### src/rtl/qe_pkg.sv
package qe_pkg;

  typedef enum logic [2:0] {
    ST_IDLE = 3'd0,
    ST_SQ   = 3'd1,
    ST_BX   = 3'd2,
    ST_ACC  = 3'd3,
    ST_FIN  = 3'd4
  } qe_state_e;

  // second multiplier operand choice
  typedef enum logic [1:0] {
    MB_X = 2'd0,
    MB_B = 2'd1,
    MB_A = 2'd2
  } mb_sel_e;

  typedef struct packed {
    logic    ld_x;
    logic    ld_xx;
    logic    ld_bxc;
    logic    ld_y;
    logic    ma_sq;   // 1: first operand is x*x register, 0: x register
    mb_sel_e mb_sel;
    logic    ad_acc;  // 1: adder takes stored B*x+C, 0: takes C
  } qe_ctl_t;

endpackage

### src/rtl/qe_ldreg.sv
module qe_ldreg #(
  parameter int WIDTH = 16
) (
  input  logic             clk,
  input  logic             rst_n,
  input  logic             en,
  input  logic [WIDTH-1:0] d,
  output logic [WIDTH-1:0] q
);

  always_ff @(posedge clk or negedge rst_n) begin
    if (!rst_n) begin
      q <= '0;
    end else if (en) begin
      q <= d;
    end
  end

endmodule

### src/rtl/qe_ctrl.sv
module qe_ctrl
  import qe_pkg::*;
(
  input  logic    clk,
  input  logic    rst_n,
  input  logic    start,
  output qe_ctl_t ctl,
  output logic    done
);

  qe_state_e state, state_nx;

  always_comb begin
    state_nx   = state;
    ctl        = '0;
    ctl.mb_sel = MB_X;
    unique case (state)
      ST_IDLE: begin
        ctl.ld_x = start;
        if (start) state_nx = ST_SQ;
      end
      ST_SQ: begin
        ctl.ma_sq  = 1'b0;
        ctl.mb_sel = MB_X;
        state_nx   = ST_BX;
      end
      ST_BX: begin
        ctl.ld_xx  = 1'b1;
        ctl.ma_sq  = 1'b0;
        ctl.mb_sel = MB_B;
        state_nx   = ST_ACC;
      end
      ST_ACC: begin
        ctl.ma_sq  = 1'b1;
        ctl.mb_sel = MB_A;
        ctl.ad_acc = 1'b0;
        ctl.ld_bxc = 1'b1;
        state_nx   = ST_FIN;
      end
      ST_FIN: begin
        ctl.ad_acc = 1'b1;
        ctl.ld_y   = 1'b1;
        state_nx   = ST_IDLE;
      end
      default: state_nx = ST_IDLE;
    endcase
  end

  always_ff @(posedge clk or negedge rst_n) begin
    if (!rst_n) begin
      state <= ST_IDLE;
      done  <= 1'b0;
    end else begin
      state <= state_nx;
      done  <= ctl.ld_y;
    end
  end

  // the first computing step is only ever entered from idle
  p_enter_from_idle_r4: assert property (@(posedge clk) disable iff (!rst_n)
    (state == ST_SQ) |-> ($past(state) == ST_IDLE));

endmodule

### src/rtl/qe_datapath.sv
module qe_datapath
  import qe_pkg::*;
#(
  parameter int W = 16
) (
  input  logic                   clk,
  input  logic                   rst_n,
  input  qe_ctl_t                ctl,
  input  logic signed [W-1:0]    a_in,
  input  logic signed [W-1:0]    b_in,
  input  logic signed [W-1:0]    c_in,
  input  logic signed [W-1:0]    x_in,
  output logic signed [3*W+1:0]  y
);

  localparam int XXW = 2 * W;     // x*x fits in 2W signed bits
  localparam int PRW = 3 * W;     // widest product A*(x*x)
  localparam int SW  = 3 * W + 2; // sum width

  logic signed [W-1:0]   x_r;
  logic signed [XXW-1:0] xx_r;
  logic signed [PRW-1:0] prod_r;
  logic signed [SW-1:0]  bxc_r;

  logic signed [XXW-1:0] ma_op;
  logic signed [W-1:0]   mb_op;
  logic signed [PRW-1:0] prod_nx;
  logic signed [SW-1:0]  prod_ext;
  logic signed [SW-1:0]  ad_op;
  logic signed [SW-1:0]  sum;

  // operand steering for the shared multiplier
  always_comb begin
    ma_op = ctl.ma_sq ? xx_r : {{(XXW-W){x_r[W-1]}}, x_r};
    unique case (ctl.mb_sel)
      MB_X:    mb_op = x_r;
      MB_B:    mb_op = b_in;
      MB_A:    mb_op = a_in;
      default: mb_op = '0;
    endcase
  end

  assign prod_nx = ma_op * mb_op;

  // shared adder: one leg is always the registered product
  assign prod_ext = {{(SW-PRW){prod_r[PRW-1]}}, prod_r};
  assign ad_op    = ctl.ad_acc ? bxc_r : {{(SW-W){c_in[W-1]}}, c_in};
  assign sum      = prod_ext + ad_op;

  qe_ldreg #(.WIDTH(W)) u_x_reg (
    .clk(clk), .rst_n(rst_n), .en(ctl.ld_x), .d(x_in), .q(x_r));

  qe_ldreg #(.WIDTH(PRW)) u_prod_reg (
    .clk(clk), .rst_n(rst_n), .en(1'b1), .d(prod_nx), .q(prod_r));

  qe_ldreg #(.WIDTH(XXW)) u_xx_reg (
    .clk(clk), .rst_n(rst_n), .en(ctl.ld_xx), .d(prod_r[XXW-1:0]), .q(xx_r));

  qe_ldreg #(.WIDTH(SW)) u_bxc_reg (
    .clk(clk), .rst_n(rst_n), .en(ctl.ld_bxc), .d(sum), .q(bxc_r));

  qe_ldreg #(.WIDTH(SW)) u_y_reg (
    .clk(clk), .rst_n(rst_n), .en(ctl.ld_y), .d(sum), .q(y));

  // the sequencer never loads two intermediate registers at once
  p_single_load_r1: assert property (@(posedge clk) disable iff (!rst_n)
    $onehot0({ctl.ld_x, ctl.ld_xx, ctl.ld_bxc, ctl.ld_y}));

  // the final sum keeps a redundant sign bit, so it never wraps
  p_no_overflow_r8: assert property (@(posedge clk) disable iff (!rst_n)
    ctl.ld_y |-> (sum[SW-1] == sum[SW-2]));

endmodule

### src/rtl/quad_shared_eval.sv
module quad_shared_eval
  import qe_pkg::*;
#(
  parameter int W = 16
) (
  input  logic                  clk,
  input  logic                  rst_n,
  input  logic                  start,
  input  logic signed [W-1:0]   a_in,
  input  logic signed [W-1:0]   b_in,
  input  logic signed [W-1:0]   c_in,
  input  logic signed [W-1:0]   x_in,
  output logic signed [3*W+1:0] y,
  output logic                  done
);

  qe_ctl_t ctl;

  qe_ctrl u_ctrl (
    .clk   (clk),
    .rst_n (rst_n),
    .start (start),
    .ctl   (ctl),
    .done  (done)
  );

  qe_datapath #(.W(W)) u_dp (
    .clk   (clk),
    .rst_n (rst_n),
    .ctl   (ctl),
    .a_in  (a_in),
    .b_in  (b_in),
    .c_in  (c_in),
    .x_in  (x_in),
    .y     (y)
  );

  // completion is a single-cycle pulse
  p_done_pulse_r2: assert property (@(posedge clk) disable iff (!rst_n)
    done |=> !done);

  // the result register moves only together with the completion pulse
  p_y_change_r3: assert property (@(posedge clk) disable iff (!rst_n)
    (y != $past(y)) |-> done);

endmodule

### config.mk
export PLATFORM = sky130hd
export DESIGN_NAME = quad_shared_eval
export DESIGN_NICKNAME = d
export VERILOG_FILES = /design/src/rtl/qe_pkg.sv /design/src/rtl/qe_ldreg.sv /design/src/rtl/qe_ctrl.sv /design/src/rtl/qe_datapath.sv /design/src/rtl/quad_shared_eval.sv
export SDC_FILE = /design/constraint.sdc
export NUM_CORES = 2
export LEC_CHECK = 0
export CORE_MARGIN = 5
export CORE_UTILIZATION = 35
export DETAILED_ROUTE_END_ITERATION = 16
export DONT_BUFFER_PORTS = 1
export HOLD_SLACK_MARGIN = 0.05
export PLACE_DENSITY = 0.56
export SYNTH_ARGS = -nofsm -noshare
export SYNTH_HDL_FRONTEND = slang
export SYNTH_SLANG_ARGS = --single-unit
### constraint.sdc
create_clock -name clk -period 9.14 [get_ports clk]
set_clock_uncertainty 0.1 [all_clocks]
set_input_delay 0.457 -clock clk [delete_from_list [all_inputs] [get_ports clk]]
set_output_delay 0.457 -clock clk [all_outputs]
set_load 0.1 [all_outputs]
==> impl_metrics.json <==
{
  "synth_area_leader_cell": "fa_1",
  "fin_tns_setup_ns": 0,
  "synth.area.top_cells": "fa_1, dfrtp_1, inv_1",
  "globalplace.congestion": 0.931,
  "startpoint_type": "flop",
  "drc": 0,
  "fmax_mhz": 119,
  "whs_ns": 0.169,
  "hp-class": "input pin to flop",
  "routed_wl_um": 83100,
  "crit_type": "flop to flop",
  "drv_cap": 0,
  "clock_latency_ns": 0.46,
  "dieHeight_um": 294,
  "synth_warnings": 0,
  "root_buffer": "clkbuf_16",
  "tightest_slew_ns": 1.04,
  "grt_max_degree": 201,
  "layout.nets": 3856,
  "min_period_over_period_pct": 92.2,
  "grt-ovfl-total": 0,
  "crit_start": "u_ctrl.state[2]",
  "endpoint_kind": "flop",
  "whs_path_depth": 3,
  "vias": 21200,
  "htree_levels": 4,
  "core.rowCount": 104,
  "pre_cts_ws_ns": 0.808,
  "netlist_area_um2": 28200,
  "grt_pass1_vias": 21900,
  "setup_viol": 0,
  "slew-limit-headroom_pct": 30.2,
  "firstDrtPassIters": 6,
  "grt.busiest_layer": "met2",
  "worstPathArrival_ns": 8.72,
  "wl_per_cell_um": 19.7,
  "avgSynthCellArea_um2": 8.87,
  "post-dp-hpwl_um": 69000,
  "grt_use_met3_pct": 3.10,
  "r2r-start": "u_ctrl.state[2]",
  "required_ns": 9.44,
  "status": "finished clean",
  "floorplan.initialDensity_pct": 35.2,
  "die_width_um": 294,
  "port_buffers": 0,
  "layout-drive-gt1-share_pct": 5.58,
  "antenna_found_initial": 4,
  "synth_ff_type": "dfrtp_1",
  "io_pins": 118,
  "min_period_ns": 8.43,
  "synth_edf_count": 0,
  "groute.usage.overall_pct": 19.5,
  "drt-vias-per-instance": 5.03,
  "yosysTopAreaCellShare_pct": 34.6,
  "met1_usage_pct": 25.8,
  "drv_slew": 0,
  "first_iter_violations": 1366,
  "rsz0062_at_grt": "false",
  "core_area_um2": 80200,
  "clkSinkCount": 200,
  "met2_usage_pct": 33.4,
  "dieArea_um2": 86400,
  "hold_start": "c_in[15]",
  "synth_fp_nets": 3897,
  "ys_ff_latch": 200,
  "cts_resized": 0,
  "syn_to_final_growth_pct": 7.57,
  "grt_pass1_wl_um": 131000,
  "path_clk_slew_ns": 0.08,
  "rr_worst_depth": 25,
  "hold_viol": 0,
  "cts_tree": "built",
  "synth.distinct_cells": 70,
  "clockBufferDepth": 2,
  "synth_cells": 3180,
  "setup_slack_ns": 0.715,
  "synthArstFlopShare_pct": 100,
  "cp_max_fo": 41,
  "synth-seq-area-share_pct": 17.7,
  "cts_buffers": 17,
  "postRouteAntennaNets": 0
}
-- state kept, by name, indices dropped and copies added (netlist names) --
register	flops
u_ctrl.state	3
u_dp.u_xx_reg.q	32
u_ctrl.done	1
u_dp.u_y_reg.q	50
u_dp.u_prod_reg.q	48
u_dp.u_bxc_reg.q	50
u_dp.u_x_reg.q	16
-- timing repair --
| action | 4_1_cts | 5_1_grt |
|---|---|---|
| setup buffers | 0 | 0 |
| endpoints found under the hold margin | 216 | 0 |
| hold buffers | 18 | 0 |
-- worst paths after layout --
kind,slack [ns],to
worst max register to register,0.71,u_dp.u_prod_reg.q[45]
worst max-delay path,0.71,u_dp.u_prod_reg.q[45]
worst min register to register,0.38,u_dp.u_bxc_reg.q[1]
min in group asynchronous,0.62,u_dp.u_y_reg.q[9]
worst min-delay path,0.17,u_dp.u_bxc_reg.q[49]
max in group asynchronous,7.56,u_dp.u_bxc_reg.q[39]
-- per-stage QoR --
stage / instances / cell area [um2] / utilization, %
global placement: 4162 / 29500 / 36.8
detailed placement: 4162 / 29500 / 36.8
CTS: 4212 / 30300 / 37.8
global route: 4212 / 30300 / 37.8
finish: 4213 / 30300 / 37.8
floorplan: 3180 / 28200 / -
-- cell type report --
class                           instances  area (um2)
Fill cell                            8235       49800
Multi-Input combinational cell       2273       20600
Sequential cell                       200        5000
Inverter                              566        2120
Tap cell                             1060        1330
Timing Repair Buffer                   81         671
Clock buffer                           17         425
Clock inverter                         15         179
Antenna cell                            1        2.50
-- routing by layer --
metal	part of all wire, %	vias up
met4	3.0	0
met1	42	10700
met5	0	-
met3	5.7	106
li1	-	9793
met2	50	612
-- synthesized netlist by cell type (all sizes together) (25+ instances only) --
library cell  instances
a21o                121
a21oi               104
clkbuf              125
dfrtp               200
fa                  487
ha                  163
inv                 565
mux2                 48
mux2i                31
nand2               553
nand3                25
nor2                280
o21ai               150
xnor2                67
xor2                 35
-- layout by cell type, fill, tap and decap left out, drive strengths merged, types with 19 or more instances in the layout --
master  count
a21o      121
a21oi     104
buf        64
dfrtp     200
fa        487
ha        163
inv       573
mux2       48
mux2i      31
nand2     553
nand3      25
nand4      19
nor2      280
o21a       23
o21ai     150
xnor2      67
xor2       35
-- critical path, stage by stage (launching register included) --
cell and delay [ns]:
dfrtp_1 0.46, nand2b_2 0.65, nand2_1 0.31, o21a_1 0.51, buf_4 0.32, nor2_1 0.09, fa_1 0.52, inv_1 0.05
fa_1 0.46, fa_1 0.52, inv_1 0.05, fa_1 0.49, fa_1 0.55, inv_1 0.07, fa_1 0.48, inv_1 0.04
ha_1 0.38, a21o_1 0.21, a31o_1 0.20, a221o_1 0.31, a21o_1 0.20, a221o_1 0.41, o21ai_0 0.34, nand3_1 0.19
a211o_1 0.28, nand3_1 0.09
-- logic make-up (layout without fill, tap and decap cells) --
family | count (synthesis) | count (layout) | share of synthesized area (%)
xor gates and xnor gates | 102 | 102 | 3.17
adders and majority gates | 650 | 650 | 41.8
DFF | 200 | 200 | 17.7
and+or+nand+nor | 953 | 953 | 13.8
other | 0 | 1 | 0
buffers and inverters | 707 | 679 | 9.43
AOI/OAI and AO/OA | 489 | 489 | 11.1
muxes | 79 | 79 | 3.02
Power is not shown: default switching activity piles up to over one toggle a cycle in this logic, so the estimate is an artifact.
